### src/rtl/hit_reset_ctrl_pkg.sv
package hit_reset_ctrl_pkg;
  typedef enum logic [1:0] {
    ST_IDLE  = 2'd0,
    ST_PULSE = 2'd1,
    ST_DELAY = 2'd2
  } hrc_state_e;
endpackage

### src/rtl/hrc_fire_gate.sv
// Turns raw discriminator levels into qualified single-cycle firing requests.
module hrc_fire_gate #(
  parameter int NUM_CH = 4
) (
  input  logic              clk,
  input  logic              rst_n,
  input  logic [NUM_CH-1:0] fire,
  input  logic [NUM_CH-1:0] ch_en,
  input  logic              glb_en,
  output logic [NUM_CH-1:0] fire_ok
);
  logic [NUM_CH-1:0] fire_q;

  always_ff @(posedge clk or negedge rst_n) begin
    if (!rst_n) fire_q <= '0;
    else        fire_q <= fire;
  end

  always_comb begin
    fire_ok = fire & ~fire_q & ch_en & {NUM_CH{glb_en}};
  end
endmodule

### src/rtl/hrc_chan.sv
// One channel: pulse phase, shared delay phase, veto-qualified auto reset.
module hrc_chan
  import hit_reset_ctrl_pkg::*;
#(
  parameter int PULSE_W = 13,
  parameter int DLY_W   = 16
) (
  input  logic             clk,
  input  logic             rst_n,
  input  logic             fire_ok,
  input  logic             veto,
  input  logic             force_rst,
  input  logic             acq_all,
  input  logic             act_set,
  input  logic [DLY_W-1:0] dly_cycles,
  output logic             hit,
  output logic             active,
  output logic             pulse_out,
  output logic             rst_strobe
);
  localparam logic [DLY_W-1:0] PULSE_LAST = DLY_W'(PULSE_W - 1);
  localparam logic [DLY_W-1:0] ONE        = DLY_W'(1);

  hrc_state_e       st_q, st_d;
  logic [DLY_W-1:0] cnt_q, cnt_d;
  logic             hit_q, hit_d;
  logic             act_q, act_d;
  logic             vok_q, vok_d;
  logic             strb_q, strb_d;
  logic [DLY_W-1:0] dly_last;

  always_comb begin
    dly_last = (dly_cycles == '0) ? '0 : (dly_cycles - ONE);
  end

  always_comb begin
    st_d   = st_q;
    cnt_d  = cnt_q;
    hit_d  = hit_q;
    act_d  = act_q;
    vok_d  = vok_q;
    strb_d = 1'b0;
    if (force_rst) begin
      st_d   = ST_IDLE;
      cnt_d  = '0;
      hit_d  = 1'b0;
      act_d  = 1'b0;
      vok_d  = 1'b0;
      strb_d = 1'b1;
    end else begin
      if (act_set && hit_q) act_d = 1'b1;
      unique case (st_q)
        ST_IDLE: begin
          if (fire_ok && !hit_q) begin
            st_d  = ST_PULSE;
            cnt_d = '0;
            hit_d = 1'b1;
          end
        end
        ST_PULSE: begin
          if (cnt_q == PULSE_LAST) begin
            st_d  = ST_DELAY;
            cnt_d = '0;
            vok_d = 1'b1;
          end else begin
            cnt_d = cnt_q + ONE;
          end
        end
        ST_DELAY: begin
          vok_d = vok_q & veto;
          if (cnt_q == dly_last) begin
            st_d  = ST_IDLE;
            cnt_d = '0;
            if (!(vok_q && veto)) begin
              hit_d  = 1'b0;
              act_d  = 1'b0;
              strb_d = 1'b1;
            end
          end else begin
            cnt_d = cnt_q + ONE;
          end
        end
        default: st_d = ST_IDLE;
      endcase
      if (acq_all) hit_d = 1'b1;
    end
  end

  always_ff @(posedge clk or negedge rst_n) begin
    if (!rst_n) begin
      st_q   <= ST_IDLE;
      cnt_q  <= '0;
      hit_q  <= 1'b0;
      act_q  <= 1'b0;
      vok_q  <= 1'b0;
      strb_q <= 1'b0;
    end else begin
      st_q   <= st_d;
      cnt_q  <= cnt_d;
      hit_q  <= hit_d;
      act_q  <= act_d;
      vok_q  <= vok_d;
      strb_q <= strb_d;
    end
  end

  always_comb begin
    hit        = hit_q;
    active     = act_q;
    pulse_out  = (st_q == ST_PULSE);
    rst_strobe = strb_q;
  end
endmodule

### src/rtl/hit_reset_ctrl.sv
module hit_reset_ctrl #(
  parameter int NUM_CH  = 4,
  parameter int PULSE_W = 13,
  parameter int DLY_W   = 16
) (
  input  logic              clk,
  input  logic              rst_n,
  input  logic [NUM_CH-1:0] fire,
  input  logic [NUM_CH-1:0] ch_en,
  input  logic              glb_en,
  input  logic              veto,
  input  logic              force_rst,
  input  logic              acq_all,
  input  logic [NUM_CH-1:0] act_set,
  input  logic [DLY_W-1:0]  dly_cycles,
  output logic [NUM_CH-1:0] hit,
  output logic [NUM_CH-1:0] active,
  output logic [NUM_CH-1:0] pulse_out,
  output logic [NUM_CH-1:0] tvc_rst,
  output logic [NUM_CH-1:0] psamp_rst
);
  logic [NUM_CH-1:0] fire_ok;
  logic [NUM_CH-1:0] strobe;

  hrc_fire_gate #(.NUM_CH(NUM_CH)) u_gate (
    .clk     (clk),
    .rst_n   (rst_n),
    .fire    (fire),
    .ch_en   (ch_en),
    .glb_en  (glb_en),
    .fire_ok (fire_ok)
  );

  for (genvar i = 0; i < NUM_CH; i++) begin : g_ch
    hrc_chan #(.PULSE_W(PULSE_W), .DLY_W(DLY_W)) u_chan (
      .clk        (clk),
      .rst_n      (rst_n),
      .fire_ok    (fire_ok[i]),
      .veto       (veto),
      .force_rst  (force_rst),
      .acq_all    (acq_all),
      .act_set    (act_set[i]),
      .dly_cycles (dly_cycles),
      .hit        (hit[i]),
      .active     (active[i]),
      .pulse_out  (pulse_out[i]),
      .rst_strobe (strobe[i])
    );
  end

  always_comb begin
    tvc_rst   = strobe;
    psamp_rst = strobe;
  end
endmodule

### config.mk
export PLATFORM = sky130hd
export DESIGN_NAME = hit_reset_ctrl
export DESIGN_NICKNAME = d
export VERILOG_FILES = /design/src/rtl/hit_reset_ctrl_pkg.sv /design/src/rtl/hrc_fire_gate.sv /design/src/rtl/hrc_chan.sv /design/src/rtl/hit_reset_ctrl.sv
export SDC_FILE = /design/constraint.sdc
export NUM_CORES = 1
export LEC_CHECK = 0
export BUFFER_PORTS_ARGS = -buffer_cell sky130_fd_sc_hd__buf_2
export CORE_ASPECT_RATIO = 0.9
export CORE_MARGIN = 2
export CORE_UTILIZATION = 40
export CTS_CLUSTER_SIZE = 30
export DETAILED_ROUTE_END_ITERATION = 10
export PLACE_DENSITY = 0.54
export SETUP_SLACK_MARGIN = 0.5
export SLEW_MARGIN = 20
export SYNTH_ARGS = -nofsm -noshare
export SYNTH_HDL_FRONTEND = slang
export SYNTH_SLANG_ARGS = --single-unit
### constraint.sdc
create_clock -name clk -period 3 [get_ports clk]
set_input_delay 0.15 -clock clk [delete_from_list [all_inputs] [get_ports clk]]
set_output_delay 0.15 -clock clk [all_outputs]
set_load 0.005 [all_outputs]
; ---- Yosys cells after proc, flatten, opt, wreduce, memory -nomap -nowiden
; Cells that the tools add are included.
[word_totals]
out_inout_bits = 20
regBits = 92
inputBits = 34
[classes]
n_reduce_logical = 49
addsub = 5
eq_ne = 40
mux = 113
bitwise = 8
[op_table]
columns = op, count
row1 = $mux W16, 17
row2 = $pmux W16 S3, 4
row3 = $add A16 B1 Y16 const B, 4
row4 = $eq A16 B16 Y1, 4
row5 = $eq A16 B4 Y1 const B, 4
row6 = $mux W1, 64
row7 = $mux W2, 16
row8 = $ne A4 B3 Y1 const B, 8
row9 = $reduce_bool A4 Y1, 8
row10 = $ne A3 B2 Y1 const B, 8
row11 = $pmux W2 S3, 4
row12 = $logic_not A16 Y1, 1
row13 = $ne A4 B4 Y1 const B, 4
row14 = $pmux W1 S2, 8
row15 = $reduce_and A2 Y1, 8
row16 = $reduce_and A4 Y1, 4
row17 = $sub A16 B1 Y16 const B, 1
row18 = $and A4 B4 Y4, 3
row19 = $logic_and A1 B1 Y1, 12
row20 = $ne A3 B3 Y1 const B, 4
row21 = $reduce_and A3 Y1, 4
row22 = $reduce_bool A3 Y1, 4
row23 = $eq A2 B1 Y1 const B, 4
row24 = $eq A2 B2 Y1 const B, 4
row25 = other kinds (4), 13

; ---- Logic depth before layout (Yosys ltp)
[logic_depth]
ltp_word = 9
ltp_mapped = 17
mapped_depth_nobuf = 11

; ---- Modules after synthesis
; From an unflattened synthesis, not the netlist that was laid out.
[hier_totals]
cells_unflattened = 1145
area_unflattened_um2 = 9178.8
[modules_own_cells]
columns = mod, area_each_um2, cells_per_inst, instances
row1 = hrc_chan (g_ch[0].u_chan ...), 2344.7, 297, 2
row2 = hrc_chan (g_ch[3].u_chan), 2224.6, 283, 1
row3 = hrc_chan (g_ch[2].u_chan), 2094.5, 256, 1
row4 = hrc_fire_gate, 140.1, 8, 1
row5 = hit_reset_ctrl, 30.0, 4, 1

; ---- Worst setup path before layout
; Ideal clock, no wire load.
[synth_timing]
path_type = input port to flip-flop
startpoint = input dly_cycles[0]
endpoint = register g_ch[3].u_chan.cnt_q[10]
n_path_buf = 4
setup_slack_ps = -491
required_ps = 2882
stages = 15
t_arrival_ps = 3372
cell_sequence = buf_6 > inv_1 > ha_1 > or4b_1 > buf_6 > nor4_2 > buf_2 > a21oi_1 > o32ai_1 > o2111a_1 > o21ai_1 > o41ai_4 > buf_2 > o21ai_0 > a21o_1
[synth_between]
elab_chain_cells = 6
elab_cells_between_ends = 7
classes_between = 1 x add/sub / 1 x eq/ne / 4 x mux / 1 x reduce/logical
[synth_rtl]
columns = element, line_no
row1 = from (decl), hit_reset_ctrl.sv:15  ; input logic [DLY_W-1:0] dly_cycles,
row2 = $sub A16 B1 Y16 or $logic_not A16 Y1 (tied branches), hrc_chan.sv:33  ; dly_last = (dly_cycles == '0) ? '0 : (dly_cycles - ONE);
row3 = $mux W16 *, hrc_chan.sv:33
row4 = $eq A16 B16 Y1 *, hrc_chan.sv:71  ; if (cnt_q == dly_last) begin
row5 = $mux W16 *, hrc_chan.sv:71
row6 = $pmux W16 S3 *, hrc_chan.sv:52  ; unique case (st_q)
row7 = $mux W16 *, hrc_chan.sv:43  ; if (force_rst) begin
row8 = to (signal assigned), hrc_chan.sv:99  ; cnt_q <= cnt_d;
row9 = to (decl), hrc_chan.sv:25  ; logic [DLY_W-1:0] cnt_q, cnt_d;
; Mark *: on every way between the ends. The rest lies on a longest branch, timed or not.
; A chain may end at the register's enable or synchronous reset.

; ---- Worst setup path after layout
[layout_timing]
startpoint = input dly_cycles[0]
endpoint = register g_ch[2].u_chan.cnt_q[11]
[layout_between]
elab_chain_cells = 6
elab_cells_between_ends = 7
classes_between = 1 x add/sub / 1 x eq/ne / 4 x mux / 1 x reduce/logical
[layout_rtl]
columns = element, line_no
row1 = $sub A16 B1 Y16 or $logic_not A16 Y1 (tied branches), hrc_chan.sv:33
row2 = $mux W16 *, hrc_chan.sv:33
row3 = $eq A16 B16 Y1 *, hrc_chan.sv:71
row4 = $mux W16 *, hrc_chan.sv:71
row5 = $pmux W16 S3 *, hrc_chan.sv:52
row6 = $mux W16 *, hrc_chan.sv:43
row7 = to (signal assigned), hrc_chan.sv:99
row8 = to (decl), hrc_chan.sv:25
; Marked as above.

==> impl_results.md <==
* Status: finished clean
* Clock Tree Buf Depth at 2
* Highest Clock Rate at 335.4 MHz
* Switching Share at 33.51%
* Arr. time, crit path at 3.21 ns
* Period utilization at 99.40%
* Post-synthesis adder-cell area fraction at 4.001%
* Reg power frac at 35.7%
* Clock sink total at 92
* Most common flop cell mapped by yosys: dfrtp_1
* Initial antenna violation count at 0
* Die height at 136.6 um
* Total power at 3.796 mW
* # nets final at 1170
* Post-detailed-route count of antenna-violating nets at 0
* Sequential cell area at 0.002302 mm2
* Worst-margin pin slew at 0.7365 ns
* Clock root buffer: clkbuf_16
* Via count at 8099
* VDD IR max at 0.2875 mV
* DRC violations left at 0
* Ant. Diodes at 0
* Core Rows at 48
* Sequential share of the synthesized area at 29.44%
* Synth Area in XOR/XNOR at 4.497%
* CTS tree: done
* Mapped Area at 0.007819 mm2
* Number of instances in the placed design at 1313
* Final setup skew at 0.01093 ns
* Wirelength per Cell at 19.40 um
* Post-synthesis mux area share at 2.640%
* Power share of the clock group at 32.4%
* Final Hold Fails at 0
* WP data required at 3.22 ns
* Syn nets at 1012
* Top Ports at 54
* Worst relative slew slack at 50.85%
* Share of post-route cells with drive strength above 1 at 32.17%
* Fillers at 1765
* Syn-to-layout area delta at 33.38%
* Part of the power in combinational logic at 31.8%
* Total Routed Length at 26.50 mm
* Gr ovfl total at 0
* Htree depth at 3
* Cts bufs inserted at 9
* DRT Pass-1 Iters at 7
* Starting Density at 40.81%
* Fin cells at 1366
* LEAKAGE at 4.531 nW
* Multi-input logic area at 0.005537 mm2
* Die area at 0.02068 mm2
* Clock transition at the registers of the reported paths at 0.07 ns
* Number of flops mapped to enable cells by yosys at 0
* Power per Cell Area at 364.0 mW/mm2
* Cell count after synthesis at 953
* GPL Wtd Cong at 0.9380
* Total core area at 0.01916 mm2
* Crit Path Class: input pin to register
* Vias in the first global route at 7671
* Max-cap viol count at 0
* Iteration-0 DRC count of the detailed router at 718
* Internal at 2.524 mW
* Switching power at 1.272 mW
* Synth Area in Compound Gates at 23.81%
* Syn Area/Cell at 8.204 um2
* Async SR Flop Fraction at 100.0%
* Vias per inst at 5.929
* Simple-gate area share of the yosys netlist at 27.72%
* Unrepaired setup endpoints after global routing: yes
* # setup viols final at 0
* Synth warn at 0
* First-pass GRT wire length at 41.66 mm
* DP HPWL at 19.47 mm
* Largest net degree at the start of global routing at 50
* Hold crit path type: input pin to register
* Die X at 151.4 um
* Port buffer count at 53
* Clock insertion delay at the later pin of the skew report at 0.36 ns
* Largest family of logic cells by synthesized area: simple AND/OR/NAND/NOR gates
* Setup crit end kind: register
* CP max FO at 8
* Gr usage total at 26.11%
* Crit path time final at 2.982 ns
* Synth cell types at 84
* Synthesized flop and latch total at 92
* Max Slew Vio Count at 0
* Critical path startpoint category: input pin
## area by class of cell
cell class	instances	area share, %
Multi-Input combinational cell	743	53.09
Sequential cell	92	22.08
Timing Repair Buffer	227	17.46
Tap cell	250	2.999
Clock buffer	12	2.268
Inverter	38	1.404
Clock inverter	4	0.7079
## cell families (layout without fill, tap and decap cells)
| family | Yosys count | in the layout |
|---|---|---|
| mux | 20 | 20 |
| buf+inv | 120 | 281 |
| compound gates | 273 | 274 |
| simple gates | 386 | 387 |
| fa+ha+maj | 25 | 25 |
| flops | 92 | 92 |
| xor+xnor | 37 | 37 |
## flip-flops by register name, indices dropped and copies added (netlist names)
register / flops
g_ch.u_chan.st_q: 8
g_ch.u_chan.rst_strobe: 4
g_ch.u_chan.hit: 4
g_ch.u_chan.vok_q: 4
g_ch.u_chan.cnt_q: 64
u_gate.fire_q: 4
g_ch.u_chan.active: 4
## synth_stat cells (all sizes together) (14+ instances only)
master,count,area share (%)
nor4,24,2.6
mux2i,15,1.9
and3,37,3.0
nand3,31,2.0
nor3,30,2.0
ha,25,4.0
a22o,16,1.8
a31oi,30,2.4
o21ai,58,3.7
nor2,65,3.2
dfrtp,92,29
buf,44,4.2
a21oi,62,4.1
a21o,14,1.3
nand2b,22,1.8
clkbuf,38,1.8
xnor2,24,2.7
inv,37,1.8
nand2,74,3.6
nor2b,14,1.1
## placed cells by master (no fill, tap or decap), drive strengths merged, types with 15 or more instances in the layout
master and instances:
dfrtp 92, nand2 74, a31oi 30, nor3 30, nand2b 22, mux2i 15
nand3 31, ha 25, inv 36, and3 37, a21oi 63, buf 222
nor2 66, xnor2 24, nor4 24, a22o 16, o21ai 58
## per-stage QoR
stage	area [um2]	hold slack, ns	setup TNS (ns)	setup slack [ns]	utilization, %
6_report	10430	0.05162	0	0.01813	54.43
5_1_grt	10430	0.06596	-1.964	-0.09567	54.43
4_1_cts	10110	0.05174	0	0.07437	52.79
3_5_place_dp	9153	0.2431	-28.30	-0.5149	47.77
3_3_place_gp	9153	0.2391	-24.86	-0.4376	47.77
2_1_floorplan	7986	-0.1456	-8.199	-0.2205	-
## final timing paths
path | from | to | slack, ns | cells past startpoint
max reg2reg | g_ch[2].u_chan.cnt_q[9]$_DFFE_PN0P_ | g_ch[2].u_chan.cnt_q[11]$_DFFE_PN0P_ | 0.16 | 9
min | act_set[2] | g_ch[2].u_chan.active$_DFF_PN0_ | 0.05 | 3
max in group asynchronous | rst_n | g_ch[3].u_chan.cnt_q[15]$_DFFE_PN0P_ | 1.90 | 3
max | dly_cycles[0] | g_ch[2].u_chan.cnt_q[11]$_DFFE_PN0P_ | 0.02 | 17
min in group asynchronous | rst_n | g_ch[2].u_chan.cnt_q[6]$_DFFE_PN0P_ | 0.38 | 2
min reg2reg | g_ch[2].u_chan.active$_DFF_PN0_ | g_ch[2].u_chan.active$_DFF_PN0_ | 0.50 | 2
## worst max-delay path, stage by stage
cell and delay (ns):
buf_8 0.10, clkinvlp_4 0.07, ha_4 0.12, or4b_4 0.53, buf_6 0.15, nor4_4 0.21
buf_6 0.17, a21oi_2 0.03, a311o_1 0.32, a2111o_1 0.49, nor3_4 0.19, buf_6 0.13
a21oi_4 0.05, buf_12 0.18, buf_8 0.13, a21oi_2 0.12, a31oi_1 0.05
## layer usage
metal | GRT usage, % | part of all wire (%) | vias to the layer above
met2 | 40.75 | 46 | 213
met1 | 36.23 | 46 | 3997
met3 | 4.067 | 4.5 | 54
li1 | - | - | 3835
met5 | 0 | 0 | -
met4 | 10.33 | 3.4 | 0
## power groups by stage
| stage | logic [mW] | registers [mW] | clock network [mW] |
|---|---|---|---|
| 6_report | 1.21 | 1.36 | 1.23 |
| 5_1_grt | 1.33 | 1.37 | 1.31 |
| 4_1_cts | 1.17 | 1.36 | 1.26 |
| 3_5_place_dp | 1.09 | 1.38 | 0 |
| 3_3_place_gp | 1.08 | 1.38 | 0 |
| 2_1_floorplan | 0.735 | 1.37 | 0 |
## what timing repair did
item | in CTS | in global routing
gates cloned | 2 | 1
hold endpoints to repair | 52 | 0
buffers inserted | 20 | 9
gates resized for setup | 91 | 51
pin swaps | 46 | 32
endpoints found under the setup margin | 84 | 84
hold buffers | 5 | 0
Power figures use the tool's default switching activity.
